### src/rtl/sdw_pkg.sv
package sdw_pkg;

    localparam logic [7:0] FILL_BYTE   = 8'hFF;
    localparam logic [7:0] TOK_SINGLE  = 8'hFE;
    localparam logic [7:0] TOK_MULTI   = 8'hFC;
    localparam logic [7:0] TOK_STOP    = 8'hFD;
    localparam logic [4:0] RESP_ACCEPT = 5'h05;
    localparam int         RESP_POLLS  = 8;

    typedef enum logic [1:0] {
        WR_OK      = 2'd0,
        WR_REJECT  = 2'd1,
        WR_TIMEOUT = 2'd2
    } wr_status_e;

    typedef enum logic [3:0] {
        S_IDLE,
        S_FILL,
        S_TOKEN,
        S_DATA,
        S_CRC_HI,
        S_CRC_LO,
        S_RESP,
        S_BUSY,
        S_STOP_FILL,
        S_STOP_TOK,
        S_STOP_BUSY
    } wr_state_e;

    // one payload byte into a CCITT CRC, MSB first
    function automatic logic [15:0] crc16_byte(input logic [15:0] crc, input logic [7:0] d);
        logic [15:0] c;
        logic        fb;
        c = crc;
        for (int i = 7; i >= 0; i--) begin
            fb = c[15] ^ d[i];
            c  = {c[14:0], 1'b0} ^ (fb ? 16'h1021 : 16'h0000);
        end
        return c;
    endfunction

endpackage

### src/rtl/sdw_crc16.sv
module sdw_crc16 (
    input  logic        clk,
    input  logic        rst,
    input  logic        clear,
    input  logic        en,
    input  logic [7:0]  data,
    output logic [15:0] crc
);
    import sdw_pkg::*;

    always_ff @(posedge clk) begin
        if (rst || clear) begin
            crc <= '0;
        end else if (en) begin
            crc <= crc16_byte(crc, data);
        end
    end
endmodule

### src/rtl/sdw_poll_counter.sv
module sdw_poll_counter #(
    parameter int LIMIT = 8
) (
    input  logic clk,
    input  logic rst,
    input  logic clear,
    input  logic step,
    output logic first,
    output logic last
);
    localparam int W = (LIMIT > 2) ? $clog2(LIMIT) : 1;
    localparam logic [W-1:0] LAST_IDX = W'(LIMIT - 1);

    logic [W-1:0] cnt;

    assign first = (cnt == '0);
    assign last  = (cnt == LAST_IDX);

    always_ff @(posedge clk) begin
        if (rst || clear) begin
            cnt <= '0;
        end else if (step && !last) begin
            cnt <= cnt + 1'b1;
        end
    end
endmodule

### src/rtl/sd_spi_block_writer.sv
module sd_spi_block_writer #(
    parameter int BLOCK_BYTES = 512,
    parameter int BLK_CNT_W   = 8,
    parameter int BUSY_LIMIT  = 3000000
) (
    input  logic                 clk,
    input  logic                 rst,
    input  logic                 start,
    input  logic                 multi,
    input  logic [BLK_CNT_W-1:0] blk_last,
    input  logic                 pay_valid,
    input  logic [7:0]           pay_data,
    output logic                 pay_ready,
    output logic                 xfer_req,
    output logic [7:0]           xfer_tx,
    input  logic                 xfer_done,
    input  logic [7:0]           xfer_rx,
    output logic                 done,
    output logic [1:0]           status
);
    import sdw_pkg::*;

    localparam int BYTE_W = (BLOCK_BYTES > 2) ? $clog2(BLOCK_BYTES) : 1;
    localparam logic [BYTE_W-1:0] LAST_BYTE = BYTE_W'(BLOCK_BYTES - 1);

    wr_state_e            state_q, state_d;
    logic [BYTE_W-1:0]    byte_q, byte_d;
    logic [BLK_CNT_W-1:0] left_q, left_d;
    logic                 multi_q, multi_d;
    wr_status_e           status_q, fin_status;
    logic                 done_q, finish;

    logic [15:0] crc;
    logic        resp_first, resp_last;
    logic        busy_first, busy_last;
    logic        in_busy, busy_end, busy_tmo;

    assign in_busy   = (state_q == S_BUSY) || (state_q == S_STOP_BUSY);
    assign pay_ready = (state_q == S_DATA) && xfer_done;

    sdw_crc16 u_crc (
        .clk   (clk),
        .rst   (rst),
        .clear (state_q == S_FILL),
        .en    (pay_ready && pay_valid),
        .data  (pay_data),
        .crc   (crc)
    );

    sdw_poll_counter #(.LIMIT(RESP_POLLS)) u_resp_cnt (
        .clk   (clk),
        .rst   (rst),
        .clear (state_q != S_RESP),
        .step  ((state_q == S_RESP) && xfer_done),
        .first (resp_first),
        .last  (resp_last)
    );

    sdw_poll_counter #(.LIMIT(BUSY_LIMIT)) u_busy_cnt (
        .clk   (clk),
        .rst   (rst),
        .clear (!in_busy),
        .step  (in_busy && xfer_done),
        .first (busy_first),
        .last  (busy_last)
    );

    assign busy_end = xfer_done && !busy_first && (xfer_rx == FILL_BYTE);
    assign busy_tmo = xfer_done && !busy_end && busy_last;

    // byte exchange request and outgoing byte
    always_comb begin
        xfer_req = 1'b1;
        xfer_tx  = FILL_BYTE;
        unique case (state_q)
            S_IDLE:     xfer_req = 1'b0;
            S_TOKEN:    xfer_tx  = multi_q ? TOK_MULTI : TOK_SINGLE;
            S_DATA: begin
                xfer_req = pay_valid;
                xfer_tx  = pay_data;
            end
            S_CRC_HI:   xfer_tx  = crc[15:8];
            S_CRC_LO:   xfer_tx  = crc[7:0];
            S_STOP_TOK: xfer_tx  = TOK_STOP;
            default:    xfer_tx  = FILL_BYTE;
        endcase
    end

    always_comb begin
        state_d    = state_q;
        byte_d     = byte_q;
        left_d     = left_q;
        multi_d    = multi_q;
        finish     = 1'b0;
        fin_status = WR_OK;
        unique case (state_q)
            S_IDLE: if (start) begin
                state_d = S_FILL;
                multi_d = multi;
                left_d  = blk_last;
                byte_d  = '0;
            end
            S_FILL:  if (xfer_done) state_d = S_TOKEN;
            S_TOKEN: if (xfer_done) state_d = S_DATA;
            S_DATA: if (xfer_done) begin
                if (byte_q == LAST_BYTE) begin
                    byte_d  = '0;
                    state_d = S_CRC_HI;
                end else begin
                    byte_d  = byte_q + 1'b1;
                end
            end
            S_CRC_HI: if (xfer_done) state_d = S_CRC_LO;
            S_CRC_LO: if (xfer_done) state_d = S_RESP;
            S_RESP: if (xfer_done) begin
                if (!xfer_rx[4]) begin
                    if (xfer_rx[4:0] == RESP_ACCEPT) begin
                        state_d = S_BUSY;
                    end else begin
                        finish     = 1'b1;
                        fin_status = WR_REJECT;
                    end
                end else if (resp_last) begin
                    finish     = 1'b1;
                    fin_status = WR_REJECT;
                end
            end
            S_BUSY: begin
                if (busy_end) begin
                    if (left_q != '0) begin
                        left_d  = left_q - 1'b1;
                        state_d = S_FILL;
                    end else if (multi_q) begin
                        state_d = S_STOP_FILL;
                    end else begin
                        finish = 1'b1;
                    end
                end else if (busy_tmo) begin
                    finish     = 1'b1;
                    fin_status = WR_TIMEOUT;
                end
            end
            S_STOP_FILL: if (xfer_done) state_d = S_STOP_TOK;
            S_STOP_TOK:  if (xfer_done) state_d = S_STOP_BUSY;
            S_STOP_BUSY: begin
                if (busy_end) begin
                    finish = 1'b1;
                end else if (busy_tmo) begin
                    finish     = 1'b1;
                    fin_status = WR_TIMEOUT;
                end
            end
            default: state_d = S_IDLE;
        endcase
        if (finish) state_d = S_IDLE;
    end

    always_ff @(posedge clk) begin
        if (rst) begin
            state_q  <= S_IDLE;
            byte_q   <= '0;
            left_q   <= '0;
            multi_q  <= 1'b0;
            status_q <= WR_OK;
            done_q   <= 1'b0;
        end else begin
            state_q <= state_d;
            byte_q  <= byte_d;
            left_q  <= left_d;
            multi_q <= multi_d;
            done_q  <= finish;
            if (finish) status_q <= fin_status;
        end
    end

    assign done   = done_q;
    assign status = status_q;

endmodule

### config.mk
export PLATFORM = sky130hd
export DESIGN_NAME = sd_spi_block_writer
export DESIGN_NICKNAME = d
export VERILOG_FILES = /design/src/rtl/sdw_pkg.sv /design/src/rtl/sdw_crc16.sv /design/src/rtl/sdw_poll_counter.sv /design/src/rtl/sd_spi_block_writer.sv
export SDC_FILE = /design/constraint.sdc
export NUM_CORES = 1
export LEC_CHECK = 0
export BUFFER_PORTS_ARGS = -buffer_cell sky130_fd_sc_hd__buf_4
export CAP_MARGIN = 30
export CORE_UTILIZATION = 50
export CTS_CLUSTER_SIZE = 25
export DETAILED_ROUTE_END_ITERATION = 10
export GPL_TIMING_DRIVEN = 0
export HOLD_SLACK_MARGIN = 0.06
export PLACE_DENSITY = 0.7
export SLEW_MARGIN = 30
export SYNTH_ARGS = -nofsm -noshare
export SYNTH_HDL_FRONTEND = slang
export SYNTH_SLANG_ARGS = --single-unit
### constraint.sdc
create_clock -name clk -period 2.5 [get_ports clk]
set_input_delay 0.5 -clock clk [delete_from_list [all_inputs] [get_ports clk]]
set_output_delay 0.5 -clock clk [all_outputs]
set_load 0.05 [all_outputs]
# Yosys cells after proc, flatten, opt, wreduce, memory -nomap -nowiden
# Cells that the tools add are included.
[op_classes]
n_eq_ne = 31
bitwise_logic = 17
muxes = 52
n_reduce_logical = 30
add_sub_neg = 4
[op_table]
columns = ["op", "n"]
rows = [
  ["16-bit XOR", 8],
  ["13-bit two-way mux", 8],
  ["4-bit two-way mux", 15],
  ["4-bit case mux with 11 select lines", 1],
  ["8-bit case mux with 5 select lines", 1],
  ["9-bit two-way mux", 3],
  ["8-bit two-way mux", 3],
  ["22-bit by 1-bit adder with 22-bit output (second input constant)", 1],
  ["22-bit == test (second input constant)", 1],
  ["22-bit zero test", 1],
  ["2-bit inequality test (second input constant)", 11],
  ["9-bit case mux with 2 select lines", 1],
  ["4-bit by 3-bit == test with 1-bit output (second input constant)", 4],
  ["8-bit case mux with 2 select lines", 1],
  ["15-bit AND reduction", 1],
  ["4-bit == test (second input constant)", 3],
  ["1-bit two-way mux", 11],
  ["1-bit logical AND", 10],
  ["2-bit two-way mux", 5],
  ["9-bit by 1-bit adder with 9-bit output (second input constant)", 1],
  ["9-bit == test (second input constant)", 1],
  ["4-bit by 2-bit == test with 1-bit output (second input constant)", 2],
  ["8-bit == test (second input constant)", 1],
  ["8-bit nonzero test", 1],
  ["other kinds (21)", 39],
]
[totals]
reg_bits = 66
in_bits = 30

# Logic depth before layout (Yosys ltp)
[logic_depth]
word_depth = 24
mapped_depth = 9
ltp_nobuf = 9

# Modules after synthesis
# From an unflattened synthesis, not the netlist that was laid out.
[unflattened]
cells_unflattened = 509
hier_area_um2 = 4205.3
[modules_own_cells]
columns = ["mod", "seq_area_each_um2", "cells_per_inst", "area_per_inst_um2", "n_inst"]
rows = [
  ["sd_spi_block_writer", 500.5, 258, 1869.3, 1],
  ["sdw_poll_counter (u_busy_cnt)", 440.4, 156, 1208.7, 1],
  ["sdw_crc16", 320.3, 79, 958.4, 1],
  ["sdw_poll_counter (u_resp_cnt)", 60.1, 16, 168.9, 1],
]

# Worst setup path before layout
# No wires, ideal clock.
[synth_timing]
kind = "flip-flop to output port"
startpoint = "reg state_q[0]"
endpoint = "out xfer_tx[2]"
slack_ns = -0.160
t_arrival_ns = 2.160
path_stages_with_launch = 6
path_buffers = 3
path_cell_list = "dfxtp_1 -> buf_4 -> clkbuf_1 -> clkbuf_1 -> a21oi_1 -> o21ai_0"
[synth_via]
elab_chain_len = 2
elab_cells_between_ends = 6
[synth_rtl]
columns = ["item", "line_no", "source"]
rows = [
  ["start, declared", "sd_spi_block_writer.sv:26", "wr_state_e state_q, state_d;"],
  ["start signal, assigned", "sd_spi_block_writer.sv:167", "state_q <= state_d;"],
  ["4-bit == test, or another cell as far along", "sd_spi_block_writer.sv:75", "unique case (state_q)"],
  ["8-bit case mux with 5 select lines (*)", "sd_spi_block_writer.sv:75", ""],
  ["end, declared", "sd_spi_block_writer.sv:15", "output logic [7:0] xfer_tx,"],
]
# Mark *: on every way between the ends. The rest lies on a longest branch, timed or not.

# Worst setup path after layout
[layout_timing]
startpoint = "reg state_q[1]"
endpoint = "out xfer_tx[0]"
# The elaborated chain is that of the path after synthesis.

==> impl_results.md <==
- Switch Pwr: 1.079 mW
- CP Capture Type: primary output
- Post-synth EDFFs: 0
- Hold_ws: 403.0 ps
- DRT iter0 DRCs: 168
- Worst-path cell chain: buf_2 -> clkbuf_2 -> nor2_1 -> o21ai_0 -> o2111ai_1 -> buf_4
- Clk_skew: 10.33 ps
- Non-filler cells, final: 643
- Gate power share: 31.8%
- CTS tree: built
- Max Cap Viol: 0
- Tcrit/Tclk final: between 90% and 100%
- Pwr Total: about 3.0 mW
- Fmax: 428.4 MHz
- Syn Area/Cell: 7.899 µm²
- FF-to-FF End: state_q[2]
- Synthesized flop and latch total: 66
- Sequential Power Share: 38.0%
- Largest net degree at the start of global routing: 20
- Fin util: between 60% and 70%
- DRC: 0
- R2R Path Start: left_q[0]
- H-tree depth: 3
- Critical path buffer and inverter count: 3
- Mapped cell area: 0.003839 mm²
- Core ar.: 0.007331 mm²
- Initial Utilization: a little over half
- Outcome: finished, final reports clean
- Async S/R FF share, synth: 0%
- Antenna violations before repair: 0
- Syn nets: 523
- Num CTS Buffers: 9
- Clock Path Buffers: 2
- Final HPWL from detailed placement: between 6000 and 7000 µm
- Final critical-path required period: roughly 2300 ps
- Global route overflow: 0
- Clock Tree Root: clkbuf_8
- Flop2flop setup slack: 370 ps
- Unique masters post-synth: 63
- ANT nets after route: 0
- Seq/Total Area, Yosys: ~34%
- First-pass GRT wire length: 15570 µm
- Slew @ Worst Pin: between 600 and 700 ps
- Final Max Slew Viols: 0
- Switching Share: 35.87%
- Layout area overhead: 17.47%
- RSZ-0062 raised after global routing: no
- Commonest non-fill, non-tap cell in the layout: nor2_1
- Cells after Synth: a little under 500
- Boundary Pins: 43
- R2R cell count: 8
- Hold Path Class: in2reg
- Rel. slew slack: 58.13%
- Num rows: 31
- Die Span X: ~90 µm
- Startpoint Class: flip-flop
- Ant. Diodes: 0
- Die Y: between 80 and 90 µm
- Min-delay src: multi
- Die area: roughly 0.008 mm²
- Drt pass-1 iters: 4
- Critical path peak fanout: 10
- Critical Path RT: 2000 ps
- Final Hold Fails: 0
- Clock Latency Late Sink: 350 ps
- Clock Power Share: 30.2%
- Cells after DPL: 627
- Int Pwr: 1.930 mW
- Hold path cells: 3
- Slowest CP cell: dfxtp_1
- Pwr dens: between 600 and 700 mW/mm²
- CP arrival: 1830 ps
- Setup-failing EPs final: 0
- Routed vias: 3616
- Ys Warns: 0
- Drt via density: 5.624
- Hold buffer count at cts: 0
- Top FF cell, synth: dfxtp_1
- Most frequent cells in the layout: nor2_1 (86), dfxtp_1 (66), buf_4 (45)
- Worst VDD drop: between 300 and 400 µV
- All-Layer GR Usage: 25.46%
- Lkg Pwr: approximately 1.7 nW
- Worst path top cell family by delay: buffers and inverters
- Vias in the first global route: 3470
- Routability-driven placement congestion ratio: just under 0.9
- Port bufs: 42
- Critical path type: reg2out
- Share of layout cells above drive strength 1: 18.20%
- Worst Hold Path EP: multi_q
- TritonCTS Sinks: 66
- Wire per inst: 14.53 µm
- Clock transition at path regs: 70 ps
- Total Wirelength: roughly 9300 µm
- Worst stage delay on the critical path: 370 ps
- Nets: 576
-- how the worst max path moves through the flow --
stage	start	to	slack (ps)	cells after the start
CTS	state_q[1]	xfer_tx[0]	60	6
floorplan	state_q[2]	xfer_tx[2]	190	6
global placement	state_q[2]	xfer_tx[4]	-50	7
global route	state_q[3]	xfer_tx[0]	4	8
detailed placement	state_q[2]	xfer_tx[5]	-200	7
finish	state_q[1]	xfer_tx[0]	170	6
-- cell type report --
cell class,instances,area (µm²)
buffer,20,116.4
clock buffer,11,141.4
tap,99,123.9
timing repair buffer,44,330.3
multi-input combinational,392,2400
inverter,6,22.52
sequential,66,1321
fill,673,2821
clock inverter,5,53.80
-- kinds of logic (layout without fill, tap and decap cells) --
family,after synthesis,after routing,synth area share [%]
mux,3,3,0.7823
flops,66,66,34.42
compound gates,99,99,17.01
xor+xnor,51,51,11.64
fa+ha+maj,7,7,2.282
simple gates,232,232,30.31
buf+inv,28,86,3.553
-- cells in the mapped netlist, types with 3 or more instances --
cell type  instances  area (µm²)
o21ai_0           16       80.08
and4_1             4       35.03
nor2b_1            5       31.28
nor3_1            17       85.08
dfxtp_1           66        1321
inv_1              6       22.52
nand2b_1           6       37.54
ha_1               7       87.58
mux2i_1            3       30.03
a31oi_1            4       25.02
nor4_1             3       18.77
or3_1              3       18.77
nand3_1           15       75.07
a21oi_1           40       200.2
nor2_1            86       322.8
nand4_1           13       81.33
buf_2             10       50.05
o21ai_1            4       20.02
xor2_1            31       271.5
clkbuf_1           7       26.28
or2_2              4       25.02
a211oi_1           7       52.55
xnor2_1           20       175.2
and3_1            11       68.82
a21o_1             3       22.52
and2_1             4       25.02
o21a_1             3       22.52
nand2_1           44       165.2
-- registers in the layout, indices dropped and copies added, names as in the netlist --
name,count
byte_q,9
done,1
left_q,8
multi_q,1
state_q,4
status,2
u_busy_cnt.cnt,22
u_crc.crc,16
u_resp_cnt.cnt,3
-- per-layer routing --
layer | global-route usage [%] | vias up | part of all wire, %
li1 | - | 1810 | -
met1 | 31.94 | 1685 | 45
met2 | 42.56 | 105 | 48
met3 | 4.022 | 16 | 4.9
met4 | 12.55 | 0 | 2.2
met5 | 0 | - | 0
-- worst reg2reg max path, cell delays in order, from the launching register on --
cell	delay, ps
dfxtp_1	320
inv_1	110
ha_1	220
or4b_4	520
nor3b_2	250
o221a_2	250
o21ai_2	80
nand2_1	170
nor3_1	100
-- power by group through the flow --
stage          Clock [mW]  Sequential (mW)  Combinational [mW]
6_report            0.909             1.14               0.957
3_5_place_dp            0             1.17               0.941
4_1_cts             0.929             1.14               0.947
2_1_floorplan           0             1.16               0.698
3_3_place_gp            0             1.16               0.931
5_1_grt             0.974             1.15                1.04
-- per-stage QoR --
stage,setup WS (ps),TNS (ps),instance area [µm²]
final,165.9,0,4509
after global placement,-51.75,-288.1,4278
after global routing,3.900,0,4509
after floorplan,192.3,0,3839
after CTS,60.66,0,4496
after detailed placement,-199.9,-1054,4278
-- what timing repair did --
action                     in CTS  in global routing
pin swaps                       1                  0
gates cloned                    0                  0
resized for setup               5                  5
setup endpoints to repair       9                  8
setup buffers                   2                  0
No activity file was read; power rests on OpenSTA's default activity.
